### src/rtl/fir_pkg.sv
`timescale 1ns/1ps
package fir_pkg;
  localparam int FLAG_W     = 7;
  localparam int B_RX_OVF   = 0;
  localparam int B_TX_LOW   = 2;
  localparam int B_TX_FULL  = 3;
  localparam int B_RX_AVAIL = 4;
  localparam int B_RX_FULL  = 5;
  localparam int B_TX_UDF   = 6;
  // bits that exist in status and mask (bit 1 is unused)
  localparam logic [FLAG_W-1:0] FLAG_IMPL = 7'b111_1101;

  localparam logic [7:0] A_STATUS  = 8'h04;
  localparam logic [7:0] A_ENABLE  = 8'h08;
  localparam logic [7:0] A_DISABLE = 8'h0C;
  localparam logic [7:0] A_MASK    = 8'h10;
  localparam logic [7:0] A_TX_WM   = 8'h28;
  localparam logic [7:0] A_RX_WM   = 8'h2C;
endpackage

### src/rtl/fir_event_cond.sv
`timescale 1ns/1ps
module fir_event_cond
  import fir_pkg::*;
#(
  parameter int DEPTH = 63,
  parameter int LVL_W = 6
) (
  input  logic [LVL_W-1:0]  tx_level,
  input  logic [LVL_W-1:0]  rx_level,
  input  logic [LVL_W-1:0]  tx_wm,
  input  logic [LVL_W-1:0]  rx_wm,
  input  logic              rx_ovf_pulse,
  input  logic              tx_udf_pulse,
  output logic [FLAG_W-1:0] raw
);
  localparam logic [LVL_W-1:0] FULL_LVL = LVL_W'(DEPTH);

  always_comb begin
    raw             = '0;
    raw[B_RX_OVF]   = rx_ovf_pulse;
    raw[B_TX_LOW]   = (tx_level < tx_wm);
    raw[B_TX_FULL]  = (tx_level == FULL_LVL);
    raw[B_RX_AVAIL] = (rx_level >= rx_wm);
    raw[B_RX_FULL]  = (rx_level == FULL_LVL);
    raw[B_TX_UDF]   = tx_udf_pulse;
  end
endmodule

### src/rtl/fir_status_bank.sv
`timescale 1ns/1ps
module fir_status_bank #(
  parameter int               W    = 7,
  parameter logic [W-1:0]     IMPL = '1
) (
  input  logic         clk,
  input  logic         rst,
  input  logic [W-1:0] raw,
  input  logic [W-1:0] clr,
  output logic [W-1:0] st
);
  for (genvar i = 0; i < W; i++) begin : g_bit
    if (IMPL[i]) begin : g_flop
      // a present event wins over a clear in the same cycle
      always_ff @(posedge clk) begin
        if (rst) st[i] <= 1'b0;
        else     st[i] <= raw[i] | (st[i] & ~clr[i]);
      end
    end else begin : g_tie
      assign st[i] = 1'b0;
    end
  end
endmodule

### src/rtl/fir_mask_bank.sv
`timescale 1ns/1ps
module fir_mask_bank #(
  parameter int           W    = 7,
  parameter logic [W-1:0] IMPL = '1
) (
  input  logic         clk,
  input  logic         rst,
  input  logic [W-1:0] set_v,
  input  logic [W-1:0] clr_v,
  output logic [W-1:0] mask
);
  for (genvar i = 0; i < W; i++) begin : g_bit
    if (IMPL[i]) begin : g_flop
      always_ff @(posedge clk) begin
        if (rst)           mask[i] <= 1'b0;
        else if (set_v[i]) mask[i] <= 1'b1;
        else if (clr_v[i]) mask[i] <= 1'b0;
      end
    end else begin : g_tie
      assign mask[i] = 1'b0;
    end
  end
endmodule

### src/rtl/fifo_irq_regs.sv
`timescale 1ns/1ps
module fifo_irq_regs
  import fir_pkg::*;
#(
  parameter int DEPTH     = 63,
  parameter int ADDR_W    = 8,
  parameter int DATA_W    = 32,
  parameter int TX_WM_RST = 1,
  parameter int RX_WM_RST = 32,
  parameter int LVL_W     = $clog2(DEPTH + 1)
) (
  input  logic              clk,
  input  logic              rst,
  input  logic              reg_wr,
  input  logic [ADDR_W-1:0] reg_addr,
  input  logic [DATA_W-1:0] reg_wdata,
  output logic [DATA_W-1:0] reg_rdata,
  input  logic [LVL_W-1:0]  tx_level,
  input  logic [LVL_W-1:0]  rx_level,
  input  logic              rx_ovf_pulse,
  input  logic              tx_udf_pulse,
  output logic              irq
);
  localparam logic [ADDR_W-1:0] AD_STATUS  = ADDR_W'(A_STATUS);
  localparam logic [ADDR_W-1:0] AD_ENABLE  = ADDR_W'(A_ENABLE);
  localparam logic [ADDR_W-1:0] AD_DISABLE = ADDR_W'(A_DISABLE);
  localparam logic [ADDR_W-1:0] AD_MASK    = ADDR_W'(A_MASK);
  localparam logic [ADDR_W-1:0] AD_TX_WM   = ADDR_W'(A_TX_WM);
  localparam logic [ADDR_W-1:0] AD_RX_WM   = ADDR_W'(A_RX_WM);
  localparam logic [LVL_W-1:0]  FULL_LVL   = LVL_W'(DEPTH);

  logic [FLAG_W-1:0] raw, status, mask;
  logic [FLAG_W-1:0] wflags, st_clr, m_set, m_clr;
  logic [LVL_W-1:0]  tx_wm, rx_wm;

  assign wflags = reg_wdata[FLAG_W-1:0];
  assign st_clr = (reg_wr && reg_addr == AD_STATUS)  ? wflags : '0;
  assign m_set  = (reg_wr && reg_addr == AD_ENABLE)  ? wflags : '0;
  assign m_clr  = (reg_wr && reg_addr == AD_DISABLE) ? wflags : '0;

  // watermark registers
  always_ff @(posedge clk) begin
    if (rst) begin
      tx_wm <= LVL_W'(TX_WM_RST);
      rx_wm <= LVL_W'(RX_WM_RST);
    end else if (reg_wr) begin
      if (reg_addr == AD_TX_WM) tx_wm <= reg_wdata[LVL_W-1:0];
      if (reg_addr == AD_RX_WM) rx_wm <= reg_wdata[LVL_W-1:0];
    end
  end

  fir_event_cond #(.DEPTH(DEPTH), .LVL_W(LVL_W)) u_cond (
    .tx_level     (tx_level),
    .rx_level     (rx_level),
    .tx_wm        (tx_wm),
    .rx_wm        (rx_wm),
    .rx_ovf_pulse (rx_ovf_pulse),
    .tx_udf_pulse (tx_udf_pulse),
    .raw          (raw)
  );

  fir_status_bank #(.W(FLAG_W), .IMPL(FLAG_IMPL)) u_status (
    .clk (clk),
    .rst (rst),
    .raw (raw),
    .clr (st_clr),
    .st  (status)
  );

  fir_mask_bank #(.W(FLAG_W), .IMPL(FLAG_IMPL)) u_mask (
    .clk   (clk),
    .rst   (rst),
    .set_v (m_set),
    .clr_v (m_clr),
    .mask  (mask)
  );

  // registered read data and interrupt line
  always_ff @(posedge clk) begin
    if (rst) begin
      reg_rdata <= '0;
      irq       <= 1'b0;
    end else begin
      irq <= |(status & mask);
      case (reg_addr)
        AD_STATUS: reg_rdata <= DATA_W'(status);
        AD_MASK:   reg_rdata <= DATA_W'(mask);
        AD_TX_WM:  reg_rdata <= DATA_W'(tx_wm);
        AD_RX_WM:  reg_rdata <= DATA_W'(rx_wm);
        default:   reg_rdata <= '0;
      endcase
    end
  end

  // enable write sets the addressed mask bits
  a_r2_enable_sets: assert property (@(posedge clk) disable iff (rst)
    (reg_wr && reg_addr == AD_ENABLE) |=>
      ((mask & $past(wflags) & FLAG_IMPL) == ($past(wflags) & FLAG_IMPL)));

  // disable write clears the addressed mask bits
  a_r3_disable_clears: assert property (@(posedge clk) disable iff (rst)
    (reg_wr && reg_addr == AD_DISABLE) |=> ((mask & $past(wflags)) == '0));

  // overflow pulse always lands in the status register
  a_r8_ovf_sets: assert property (@(posedge clk) disable iff (rst)
    rx_ovf_pulse |=> status[B_RX_OVF]);

  // clearing a sticky bit with no new event removes it
  a_r9_w1c_sticky: assert property (@(posedge clk) disable iff (rst)
    (reg_wr && reg_addr == AD_STATUS && reg_wdata[B_RX_OVF] && !rx_ovf_pulse)
      |=> !status[B_RX_OVF]);

  // full transmit FIFO is seen in status
  a_r6_tx_full: assert property (@(posedge clk) disable iff (rst)
    (tx_level == FULL_LVL) |=> status[B_TX_FULL]);

  // no enabled pending bit means no interrupt next cycle
  a_r10_irq_quiet: assert property (@(posedge clk) disable iff (rst)
    ((status & mask) == '0) |=> !irq);
endmodule

### config.mk
export PLATFORM = sky130hd
export DESIGN_NAME = fifo_irq_regs
export DESIGN_NICKNAME = d
export VERILOG_FILES = /design/src/rtl/fir_pkg.sv /design/src/rtl/fir_event_cond.sv /design/src/rtl/fir_status_bank.sv /design/src/rtl/fir_mask_bank.sv /design/src/rtl/fifo_irq_regs.sv
export SDC_FILE = /design/constraint.sdc
export NUM_CORES = 1
export LEC_CHECK = 0
export BUFFER_PORTS_ARGS = -buffer_cell sky130_fd_sc_hd__buf_2
export CORE_AREA = 4 4 70 72
export DETAILED_ROUTE_END_ITERATION = 8
export DIE_AREA = 0 0 74 76
export MAX_ROUTING_LAYER = met4
export PLACE_DENSITY = 0.8
export SLEW_MARGIN = 40
export SYNTH_ARGS = -nofsm -noshare
export SYNTH_HDL_FRONTEND = slang
export SYNTH_SLANG_ARGS = --single-unit
### constraint.sdc
create_clock -name clk -period 1.5 [get_ports clk]
set_input_delay 0.15 -clock clk [delete_from_list [all_inputs] [get_ports clk]]
set_output_delay 0.15 -clock clk [all_outputs]
set_load 0.05 [all_outputs]
==> impl_metrics.yaml <==
status:
  status: "completed"
layout:
  syn_to_final_growth_pct: 15.4
  multi_input_comb_area_um2: 1060
  finalNetCount: 329
  nFillCells: 411
  drive_above_1_share_pct: 23.3
  diodes: 0
  seqCellArea_um2: 641
  fin_cells: 314
synthesis:
  synthDominantCellAreaShare_pct: 33.8
  synthCells: 218
  synth_edf_count: 0
  synthArstFlopShare_pct: 0
  synth_xor_xnor_area_share_pct: 0.462
  synth.most_common_cell: "dfxtp_1"
  synth_area_um2: 1890
  ys.flop_type: "dfxtp_1"
  ys_seq_area_share_pct: 33.8
  synth_area_leaders: "dfxtp_1 34%, buf_4 10%, ha_1 7.3%, mux2i_1 5.8%, nor2_1 4.2%"
  synthAdderAreaFrac_pct: 7.27
  synth_cell_types: 41
  synthTopCellsByCount: "32 x dfxtp_1, 26 x buf_4, 21 x nor2_1, 17 x inv_1, 13 x a21oi_1"
  synth_compound_area_share_pct: 16.5
  yosys.area_share.simple_pct: 20.6
  ys_ff_latch: 32
  avgSynthCellArea_um2: 8.69
  ys_warn_count: 0
  synth_mux_area_share_pct: 6.41
  synth_top_family_by_area: "simple AND/OR/NAND/NOR gates"
  synth_top_area_cell: "dfxtp_1"
timing:
  setup_viol: 0
  hold_viol_final: 0
  rsz0062_at_grt: "false"
  report.final.slew_viol_count: 0
  skew_ps: 8.59
  post-route-period-util_pct: 85.6
  hold_ws_ps: 92.2
  timing.final.crit_period_ps: 1280
  fin_setup_tns_ps: 0
  max_freq_mhz: 779
clocking:
  clk_pin_slew_ps: 70
  cts_htree_levels: 2
  cts-resized-gates: 0
  cts_max_path_buffers: 2
  clock_sinks: 32
  cts_buffers: 5
  post_cts_buffers: 0
  cts-root-buf: "clkbuf_8"
  clock_latency_ps: 290
  hold_buffers: 0
  cts_tree: "yes"
critical_path:
  slowest_delay_ps: 380
  cp_max_fo: 3
  worstPathRequired_ps: 1660
  end_kind: "register"
  arrival_ps: 1450
  crit_type: "reg2reg"
  critPathBufInv: 0
  critPathTopFamily: "flip-flops"
  path_cells: "ha_1 -> nor3b_1 -> o21ai_0 -> o2111ai_1 -> a31oi_1"
  cp-start-kind: "register"
  cp_slowest_cell: "dfxtp_1"
power_and_ir_drop:
  p_leak_nw: 0.987
  power_per_cell_area_nw_per_um2: 950
  power_w: 0.00208
  irDropWorstVdd_v: 0.000833
global_route:
  antenna_found_initial: 0
  grt_usage_pct: 15.8
  overflow: 0
  grt_pass1_wl_mm: 6.87
  grt_max_degree: 20
  grt_pass1_vias: 1520
floorplan:
  row_count: 24
  chipWidth_um: 74
  io_pins: 90
  start_util_pct: 44.1
  fp.dieH_um: 76
  coreArea_um2: 4290
  dieArea_um2: 5620
place:
  hpwl_mm: 3.39
  place_congestion: 0.800
  place_inst: 306
  port_buffers: 39
drt:
  avgRoutedWirePerCell_um: 13.4
  postRouteAntennaNets: 0
  drc: 0
  wl_mm: 4.22
  drtPass1Iterations: 4
  via_count: 1608
  drtIter0Drc: 119
  via_per_inst: 5.12
job:
  cap_violations: 0
worst_hold_path:
  worstHoldPathType: "in2reg"
## final timing paths
| check | start | to | slack (ps) | cells after the start |
|---|---|---|---|---|
| max reg2reg | rx_wm[0] | u_status.st[4] | 220 | 5 |
| max | rx_wm[0] | u_status.st[4] | 220 | 5 |
| min | reg_wdata[6] | u_status.st[6] | 90 | 2 |
| min reg2reg | tx_wm[2] | tx_wm[2] | 500 | 2 |
## power breakdown
part           total [W]  internal [W]  switching, W  leakage, nW
clock network   0.000895      0.000586      0.000310       0.0645
logic           0.000312     0.0000747      0.000237        0.663
registers       0.000871      0.000860     0.0000103        0.259
## metal layers
layer / vias up / GRT usage, % / part of all wire (%)
met5: - / - / 0
met4: 0 / 4.17 / 1.3
met3: 7 / 5.15 / 6.8
met2: 49 / 26.1 / 51
met1: 730 / 18.1 / 41
li1: 822 / - / -
## registers in the layout (all words and copies together), names as in the netlist
name	count
reg_rdata	7
rx_wm	6
tx_wm	6
u_mask.mask	6
u_status.st	6
irq	1
## through the flow
| stage | util, % | worst slack (ps) | cell area (um^2) |
|---|---|---|---|
| final | 50.9 | 216 | 2190 |
| after global routing | 50.9 | 126 | 2190 |
| after global placement | 48.0 | 45.4 | 2060 |
| after CTS | 50.9 | 192 | 2190 |
| after detailed placement | 48.0 | 35.3 | 2060 |
| after floorplan | - | 293 | 1980 |
## layout by cell type (no fill, tap or decap), drive strengths merged
master	netlist	final
buf	28	43
dfxtp	32	32
conb	1	25
nor2	21	21
inv	17	17
a21oi	13	13
mux2i	11	11
ha	11	11
o21ai	11	11
nand2	10	10
a311oi	8	8
a22oi	7	7
clkbuf	3	7
nand3	6	6
nor3	6	6
nor3b	5	5
and4	4	4
a31oi	3	3
and4bb	2	2
nand2b	2	2
a211o	2	2
a211oi	2	2
nand4	2	2
nor4	2	2
nand4b	1	1
or3	1	1
or2	1	1
xnor2	1	1
or4	1	1
nor2b	1	1
o2111ai	1	1
mux2	1	1
a222oi	1	1
bufinv	0	1
## worst register-to-register path: cells and delay by family, from the launching register on
| family | cells | cell delay [ps] |
|---|---|---|
| simple gates | 1 | 210 |
| flops | 1 | 380 |
| fa+ha+maj | 1 | 250 |
| compound gates | 3 | 330 |
## cells by family after synthesis
kind of cell / count (synthesis)
simple gates: 65
compound gates: 48
buf+inv: 48
flops: 32
mux: 12
fa+ha+maj: 11
other cells: 1
xor+xnor: 1
## cell type report
type                       count  share of cell area (%)
inverter                      17                    2.92
clock inverter                 1                    1.37
clock buffer                   7                    4.41
multi-input combinational    162                    48.7
tap                           52                    2.98
sequential                    32                    29.3
timing repair buffer          43                    10.3
Note: power is estimated with default switching activity, not from simulation.
